**src/rtl/maskflag_ctl.sv**
```systemverilog
module maskflag_ctl #(
  parameter int FLAGS_W = 32,
  parameter int IF_POS  = 9,
  parameter int PL_W    = 2
) (
  input  logic               clk,
  input  logic               rst_n,
  input  logic               real_mode,
  input  logic [PL_W-1:0]    cpl,
  input  logic [PL_W-1:0]    iopl,
  input  logic               retire,
  input  logic               op_set,
  input  logic               op_clr,
  input  logic               op_pop,
  input  logic               op_gate,
  input  logic               op_iret,
  input  logic [FLAGS_W-1:0] flags_word,
  input  logic               irq,
  input  logic               nmi,
  output logic               int_flag,
  output logic               take,
  output logic               take_nmi,
  output logic               gp_fault
);

  logic flag_q, take_q, kind_q, fault_q;
  logic priv_ok, flag_nx, shadow, fault_nx, take_nx;

  assign priv_ok = real_mode || (cpl <= iopl);

  always_comb begin
    flag_nx  = flag_q;
    shadow   = 1'b0;
    fault_nx = 1'b0;
    if (op_gate)
      flag_nx = 1'b0;
    else if (op_iret)
      flag_nx = flags_word[IF_POS];
    else if (op_pop) begin
      if (priv_ok) flag_nx = flags_word[IF_POS];
    end else if (op_clr) begin
      if (priv_ok) flag_nx = 1'b0;
      else         fault_nx = 1'b1;
    end else if (op_set) begin
      if (priv_ok) begin
        flag_nx = 1'b1;
        shadow  = 1'b1;
      end else
        fault_nx = 1'b1;
    end
  end

  assign take_nx = nmi || (irq && flag_nx && !shadow);

  always_ff @(posedge clk or negedge rst_n) begin
    if (!rst_n) begin
      flag_q  <= 1'b0;
      take_q  <= 1'b0;
      kind_q  <= 1'b0;
      fault_q <= 1'b0;
    end else begin
      take_q  <= retire && take_nx;
      kind_q  <= retire && nmi;
      fault_q <= retire && fault_nx;
      if (retire) flag_q <= take_nx ? 1'b0 : flag_nx;
    end
  end

  assign int_flag = flag_q;
  assign take     = take_q;
  assign take_nmi = kind_q;
  assign gp_fault = fault_q;

endmodule

```
**config.mk**
```make
export PLATFORM = sky130hd
export DESIGN_NAME = maskflag_ctl
export DESIGN_NICKNAME = d
export VERILOG_FILES = /design/src/rtl/maskflag_ctl.sv
export SDC_FILE = /design/constraint.sdc
export NUM_CORES = 1
export LEC_CHECK = 0
export ABC_AREA = 1
export ABC_CLOCK_PERIOD_IN_PS = 1100
export BUFFER_PORTS_ARGS = -buffer_cell sky130_fd_sc_hd__buf_4
export CAP_MARGIN = 20
export CORE_AREA = 2 2 39 41
export CTS_BUF_LIST = sky130_fd_sc_hd__clkbuf_4
export DETAILED_ROUTE_END_ITERATION = 10
export DIE_AREA = 0 0 41 43
export PLACE_DENSITY = 0.72
export SLEW_MARGIN = 20
export SYNTH_ARGS = -nofsm -noshare
export SYNTH_HDL_FRONTEND = slang
export SYNTH_SLANG_ARGS = --single-unit
```
**constraint.sdc**
```tcl
create_clock -name clk -period 1.1 [get_ports clk]
set_clock_uncertainty 0.15 [all_clocks]
set_input_delay 0.33 -clock clk [delete_from_list [all_inputs] [get_ports clk]]
set_output_delay 0.33 -clock clk [all_outputs]
set_load 0.01 [all_outputs]
```
==> flow_summary.yaml, run 1 <==
grt:
  antenna_found_initial: 0
  grt_pass1_wl_um: 1320
  first_global_vias: 366
  track_usage_pct: 11.3
  grt_overflow_total: 0
  grt_max_degree: 5
setup_path:
  cp.arrival_ns: 1.30
  r2r_slack_ns: -0.12
  reg2reg_from: "int_flag"
  cp-end-kind: "register"
  crit_type: "input pin to register"
  required_ns: 1.05
  cp-start-kind: "input pin"
  r2r_end: "int_flag"
  crit_fanout: 3
  r2r_cells: 7
logic_synthesis:
  yosysSeqAreaShare_pct: 32.1
  synthDistinctLibCells: 13
  avgSynthCellArea_um2: 6.77
  netlist.area_leader.share_pct: 32.1
  synth_cells: 46
  synthTopCellsByArea: "dfrtp_1, inv_1, nand2_1"
  yosys_warnings: 0
  synth_area_um2: 312
  ys_seq_elements: 4
  synth_area_leader_cell: "dfrtp_1"
  syn_nets: 95
cells_and_area:
  fillers: 141
  final_cell_count_no_fill: 90
  fin_util_pct: 44.8
  nets: 125
  finish.instance_area_um2: 621
  antenna_cells: 0
  area_growth_pct: 99.2
  multi_input_area_um2: 211
  drive_gt1_share_pct: 55.4
  seqCellArea_um2: 100
timing:
  fin_crit_ns: 1.35
  clock.fmax_mhz: 742
  timing.final.crit_share_pct: 122
  max-slew-margin-rel_pct: 78.7
  hold_violations: 0
  finalSetupViolations: 7
  grt_setup_unrepaired: "yes"
  slew_violations: 0
  layout_setup_ws_ns: -0.247
  worstMarginPinSlew_ns: 0.319
floorplanning:
  core-area_mm2: 0.00138
  dieArea_mm2: 0.00176
  die_w_um: 41
  rows: 14
  die_y_um: 43
  ioPinCount: 51
  start_util_pct: 22.5
detailed_routing:
  drt_iter0_drc: 0
  antenna_left: 0
  vias_per_cell: 4.01
  drt_wl_total_um: 823
  top_layer: "met3"
  wl_met3_um: 38
  wire_per_inst_um: 9.14
  vias: 361
  dr_wl_met2_um: 464
  wl_met1_um: 320
  first_pass_iters: 1
  drc: 0
clock_tree:
  cts_made_buffers: 3
  htree_levels: 1
  cts_root_buf: "clkbuf_4"
  clkSinkCount: 4
  clk_pin_slew_ns: 0.03
  cts_tree: "done"
  clock_latency_ns: 0.23
  max-clock-path-buffers: 2
placement:
  postPlaceCellArea_um2: 538
  hpwl_um: 625
  port-buffer-count: 19
  place_worst_setup_slack_ns: -0.572
  gp_congestion: 0.714
  dp_cells: 84
hold_path:
  min_delay_path_depth: 3
  min_from: "nmi"
  min_to: "take_nmi"
  holdCritPathClass: "input pin to register"
pwr:
  ir_drop_uv: 235
  p_leak_nw: 0.334
  p_total_mw: 0.522
  p_per_area_mw_per_mm2: 841
run_status:
  status: "complete, but fails checks"
  violations: "negative setup slack"
job:
  max_cap_violations: 0
power breakdown:
group          total [mW]  leakage [nW]  internal [mW]  switching [mW]
logic               0.188         0.267          0.107          0.0812
registers           0.161        0.0529          0.156         0.00523
clock network       0.173        0.0138          0.121          0.0515
total               0.522         0.334          0.384           0.138
cells by family after synthesis:
kind of cell	count (synthesis)	synth area share, %
AND/OR/NAND/NOR	24	36.5
adder cells (fa/ha/maj)	2	8.03
AO/OA/AOI/OAI	4	8.84
flip-flops	4	32.1
buffers and inverters	12	14.5
Yosys cell counts:
| library cell | n |
|---|---|
| a2111oi_0 | 1 |
| a21oi_1 | 2 |
| a21oi_2 | 1 |
| dfrtp_1 | 4 |
| ha_1 | 2 |
| inv_1 | 12 |
| nand2_1 | 11 |
| nand2_2 | 4 |
| nand3_1 | 1 |
| nand3_2 | 1 |
| nand3b_1 | 1 |
| nor2_1 | 5 |
| nor2_2 | 1 |
layout make-up:
class	count	share of cell area, %
Tap cell	16	3.23
Timing Repair Buffer	25	34.9
Sequential cell	4	16.1
Inverter	12	8.06
Multi-Input combinational cell	30	34.1
Clock buffer	3	3.63
sequential cells by signal, indices dropped and copies added, names as in the netlist:
| name | cells |
|---|---|
| gp_fault | 1 |
| int_flag | 1 |
| take | 1 |
| take_nmi | 1 |
routing by layer:
metal / vias up / GRT usage, %
met5: - / 0
met4: 0 / 8.00
li1: 195 / -
met2: 11 / 20.9
met3: 0 / 0
met1: 155 / 10.9
timing repair:
| item | 4_1_cts | 5_1_grt |
|---|---|---|
| setup endpoints to repair | 7 | 7 |
| pin swaps | 11 | 7 |
| setup buffers | 1 | 1 |
| endpoints found under the hold margin | 4 | 0 |
| resized for setup | 10 | 0 |
| hold buffers | 1 | 0 |
per-stage QoR:
step	hold slack [ns]	setup TNS, ns
5_1_grt	0.178	-1.53
3_5_place_dp	-0.0230	-1.55
4_1_cts	0.170	-1.09
3_3_place_gp	-0.0243	-1.37
6_report	0.179	-1.10
2_1_floorplan	-0.116	-0.809
worst max-delay path by stage:
stage,end,from,cells after the start
6_report,gp_fault,cpl[1],6
5_1_grt,int_flag,cpl[1],10
4_1_cts,int_flag,cpl[0],11
3_5_place_dp,gp_fault,cpl[1],5
3_3_place_gp,int_flag,cpl[1],10
2_1_floorplan,int_flag,cpl[1],9
critical path: stages:
cell	delay (ns)
buf_6	0.10
ha_4	0.24
a21oi_4	0.17
nand2_2	0.08
buf_4	0.13
a2111oi_2	0.24
placed cells by master, fill, tap and decap left out, drive strengths merged:
| master | Yosys | final |
|---|---|---|
| a2111oi | 1 | 1 |
| a21oi | 3 | 3 |
| buf | 0 | 24 |
| clkbuf | 0 | 3 |
| dfrtp | 4 | 4 |
| dlygate4sd3 | 0 | 1 |
| ha | 2 | 2 |
| inv | 12 | 12 |
| nand2 | 15 | 15 |
| nand3 | 2 | 2 |
| nand3b | 1 | 1 |
| nor2 | 6 | 6 |
(Power assumes the default switching activity.)
==> run 2: changes to the inputs <==
- SKIP_CTS_REPAIR_TIMING: unset -> 1
==> run 2 against run 1 <==
Net effect: the run still ends with negative setup slack left; first-iteration DRC count unchanged; via count is 1.9% lower; cell count shrank 1.1%; routed wire length down 1.2%; non-clock buffer count decreased by 1; power fell by 1.3%; setup slack lost 0.012 ns; largest cell class is now multi-input combinational cells; sequential power barely moved; register-to-register slack improved by 0.08 ns; combinational power decreased by 4%; die area unchanged.
==> flow_summary.yaml, run 2 (synthesis gave the netlist of run 1 again) <==
detailed_routing:
  first_pass_iters: 1
  antenna_left: 0
  drt_iter0_drc: 0
  drc: 0
  drt_wl_total_um: 813
  vias_per_cell: 3.98
  vias: 354
  wire_per_inst_um: 9.13
grt:
  track_usage_pct: 10.5
  grt_pass1_wl_um: 1220
  grt_max_degree: 5
  antenna_found_initial: 0
  first_global_vias: 355
  grt_overflow_total: 0
floorplanning:
  ioPinCount: 51
  dieArea_mm2: 0.00176
  start_util_pct: 22.5
  die_w_um: 41
  die_y_um: 43
  core-area_mm2: 0.00138
  rows: 14
timing:
  fin_tns_setup_ns: -1.16
  fin_crit_ns: 1.36
  slew_violations: 0
  max-slew-margin-rel_pct: 77.8
  layout_setup_ws_ns: -0.259
  hold_violations: 0
  grt_setup_unrepaired: "yes"
  clock.fmax_mhz: 736
  worstMarginPinSlew_ns: 0.332
  finalSetupViolations: 7
  timing.final.crit_share_pct: 124
placement:
  hpwl_um: 625
  place_worst_setup_slack_ns: -0.572
  postPlaceCellArea_um2: 538
  port-buffer-count: 19
  gp_congestion: 0.714
setup_path:
  cp.arrival_ns: 1.31
  cp-start-kind: "input pin"
  crit_slowest_cell: "a2111oi_2"
  required_ns: 1.05
  crit_fanout: 3
  cp-end-kind: "register"
  cp_cell_sequence: "buf_6 > inv_4 > ha_4 > a21oi_4 > nand2_2 > buf_4 > a2111oi_2"
  cpPeakStageDelay_ns: 0.25
  crit_type: "input pin to register"
cells_and_area:
  layout_common_cells: "buf_4, inv_1, nand2_1"
  drive_gt1_share_pct: 54.8
  fillers: 141
  finish.instance_area_um2: 606
  layout_commonest_cell: "buf_4"
  area_growth_pct: 94.4
  antenna_cells: 0
  nets: 124
clock_tree:
  cts_tree: "done"
  clkSinkCount: 4
  clk_pin_slew_ns: 0.03
  htree_levels: 1
  clock_latency_ns: 0.23
  max-clock-path-buffers: 2
  cts_root_buf: "clkbuf_4"
  cts_made_buffers: 3
pwr:
  p_per_area_mw_per_mm2: 851
  ir_drop_uv: 233
  p_leak_nw: 0.326
job:
  max_cap_violations: 0
hold_path:
  holdCritPathClass: "input pin to register"
run_status:
  status: "complete, but fails checks"
  violations: "negative setup slack"
run 2: metal layers:
metal	GRT usage, %	up-vias	routed length, µm
met1	8.68	151	311
met3	0	0	40
li1	-	192	-
met4	8.00	0	0
met5	0	-	0
met2	20.6	11	461
run 2: power by group:
part	internal, mW	leakage (nW)	switching, mW
Combinational	0.101	0.259	0.0796
Clock	0.121	0.0138	0.0516
Sequential	0.156	0.0529	0.00567
run 2: worst paths after layout:
kind,startpoint,to,slack (ns),cells after the start
max in group asynchronous,rst_n,gp_fault,0.41,2
worst max-delay path,cpl[0],gp_fault,-0.26,7
worst min-delay path,nmi,take_nmi,0.18,3
worst min register to register,int_flag,int_flag,0.54,4
worst max register to register,int_flag,int_flag,-0.04,6
min in group asynchronous,rst_n,int_flag,0.29,2
run 2: layout make-up:
class	count	area (µm²)	area share [%]
multi-input combinational	30	211	34.9
timing repair buffer	24	201	33.3
sequential	4	100	16.5
inverter	12	50.0	8.26
clock buffer	3	22.5	3.72
tap	16	20.0	3.31
run 2: through the flow:
step / hold WS, ns / utilization, % / power, mW / instances
global route: 0.178 / 43.8 / 0.550 / 89
detailed placement: -0.0230 / 38.9 / 0.326 / 84
finish: 0.179 / 43.8 / 0.515 / 89
floorplan: -0.116 / - / 0.245 / 46
global placement: -0.0243 / 38.9 / 0.322 / 84
CTS: -0.270 / 40.5 / 0.511 / 87
run 2: critical path: cells and delay by family:
kind / cells / cell delay [ns]
buf+inv: 3 / 0.28
fa+ha+maj: 1 / 0.20
compound gates: 2 / 0.42
simple gates: 1 / 0.08
==> run 3: changes to the inputs <==
- ABC_CLOCK_PERIOD_IN_PS: 1100 -> 1200
- clock period: 1.1 -> 1.2 ns (I/O delays scaled with it)
==> run 3 against run 2 <==
Net effect: the flow still finishes with violations (negative setup slack); worst hold slack improved by 0.029 ns; count of clock-buffer cells in the layout did not move; sequential power fell by 8%; combinational power fell by 12%; critical path type unchanged; register-to-register slack improved by 0.11 ns; largest cell class unchanged; largest power group unchanged; sequential share of layout area rose by 0.21 points; non-clock buffer count fell by 1; critical path depth rose by 4; first-iteration DRC count rose by 2.
==> flow_summary.yaml, run 3 (synthesis gave the netlist of run 1 again) <==
run_status:
  status: "complete, but fails checks"
  violations: "negative setup slack"
timing:
  hold_violations: 0
  layout_setup_ws_ns: -0.168
  finalSetupViolations: 7
  max-slew-margin-rel_pct: 75.1
  clock.fmax_mhz: 731
  slew_violations: 0
  fin_crit_ns: 1.37
  timing.final.crit_share_pct: 114
  worstMarginPinSlew_ns: 0.372
  grt_setup_unrepaired: "yes"
cells_and_area:
  drive_gt1_share_pct: 52.8
  seqCellArea_um2: 100
  final_cell_count_no_fill: 88
  nets: 123
  layout_commonest_cell: "buf_4"
  fillers: 143
  multi_input_area_um2: 211
  fin_util_pct: 43.2
  layout_common_cells: "buf_4, inv_1, nand2_1"
  area_growth_pct: 92.0
  antenna_cells: 0
grt:
  grt_pass1_wl_um: 1030
  first_global_vias: 272
  antenna_found_initial: 0
  track_usage_pct: 8.03
  grt_max_degree: 5
  grt_overflow_total: 0
detailed_routing:
  drt_iter0_drc: 2
  drt_wl_total_um: 634
  vias: 335
  vias_per_cell: 3.81
  drc: 0
  first_pass_iters: 4
  antenna_left: 0
  wire_per_inst_um: 7.20
setup_path:
  cp-start-kind: "input pin"
  path_delay_family: "simple AND/OR/NAND/NOR gates"
  cp-end-kind: "register"
  r2r_slack_ns: 0.07
  cpPeakStageDelay_ns: 0.27
  required_ns: 1.16
  cp.arrival_ns: 1.33
  crit_slowest_cell: "ha_4"
  cp_cell_sequence: "buf_4 > ha_4 > nand2_2 > nand2_4 > nand2_2 > nand2_1 > nand2_1 > nand2_1 > nand2_2 > a21oi_2 > nor2_1"
  path_buf_inv: 1
  crit_fanout: 3
  crit_type: "input pin to register"
floorplanning:
  start_util_pct: 22.5
  rows: 14
  die_y_um: 43
  ioPinCount: 51
  dieArea_mm2: 0.00176
  die_w_um: 41
  core-area_mm2: 0.00138
clock_tree:
  clkSinkCount: 4
  cts_tree: "done"
  cts_root_buf: "clkbuf_4"
  max-clock-path-buffers: 2
  cts_made_buffers: 3
  clock_latency_ns: 0.22
  clk_pin_slew_ns: 0.03
  htree_levels: 1
placement:
  dp_cells: 84
  gp_congestion: 0.715
  port-buffer-count: 19
  hpwl_um: 575
  place_worst_setup_slack_ns: -0.503
pwr:
  p_per_area_mw_per_mm2: 773
  p_leak_nw: 0.323
  p_total_mw: 0.462
  ir_drop_uv: 247
job:
  max_cap_violations: 0
hold_path:
  holdCritPathClass: "input pin to register"
## run 3: cell types whose count changed in the layout (fill, tap and decap cells not counted), sizes merged
cell,delta
buf,-1
## run 3: worst min-delay path: stages
cell     delay (ns)
buf_4          0.08
nand2_1        0.06
inv_1          0.05
## run 3: routing by layer
layer / track usage (%) / share of wire, %
met1: 11.3 / 43
met2: 13.1 / 49
met3: 0 / 7.7
met4: 2.00 / 0
met5: 0 / 0
## run 3: final timing paths
kind	startpoint	to	cells past startpoint
max	cpl[1]	int_flag	11
min	nmi	take_nmi	3
max reg2reg	int_flag	int_flag	6
min reg2reg	int_flag	int_flag	4
max in group asynchronous	rst_n	take_nmi	2
min in group asynchronous	rst_n	take	2
## run 3: power breakdown
group          internal, mW  total [mW]  switching (mW)
registers             0.143       0.148         0.00503
logic                0.0901       0.159          0.0692
clock network         0.111       0.155          0.0439
total                 0.344       0.462           0.118
## run 3: stage by stage
stage,area (µm²),TNS [ns],hold slack (ns)
finish,598,-0.548,0.208
floorplan,353,-0.599,-0.0856
global route,598,-0.977,0.220
global placement,538,-1.16,0.00573
CTS,561,-0.828,-0.231
detailed placement,538,-1.34,0.00694
## run 3: layout make-up
cell class,instances,share of cell area (%)
clock buffer,3,3.77
inverter,12,8.37
multi-input combinational,30,35.4
sequential,4,16.7
tap,16,3.35
timing repair buffer,23,32.4
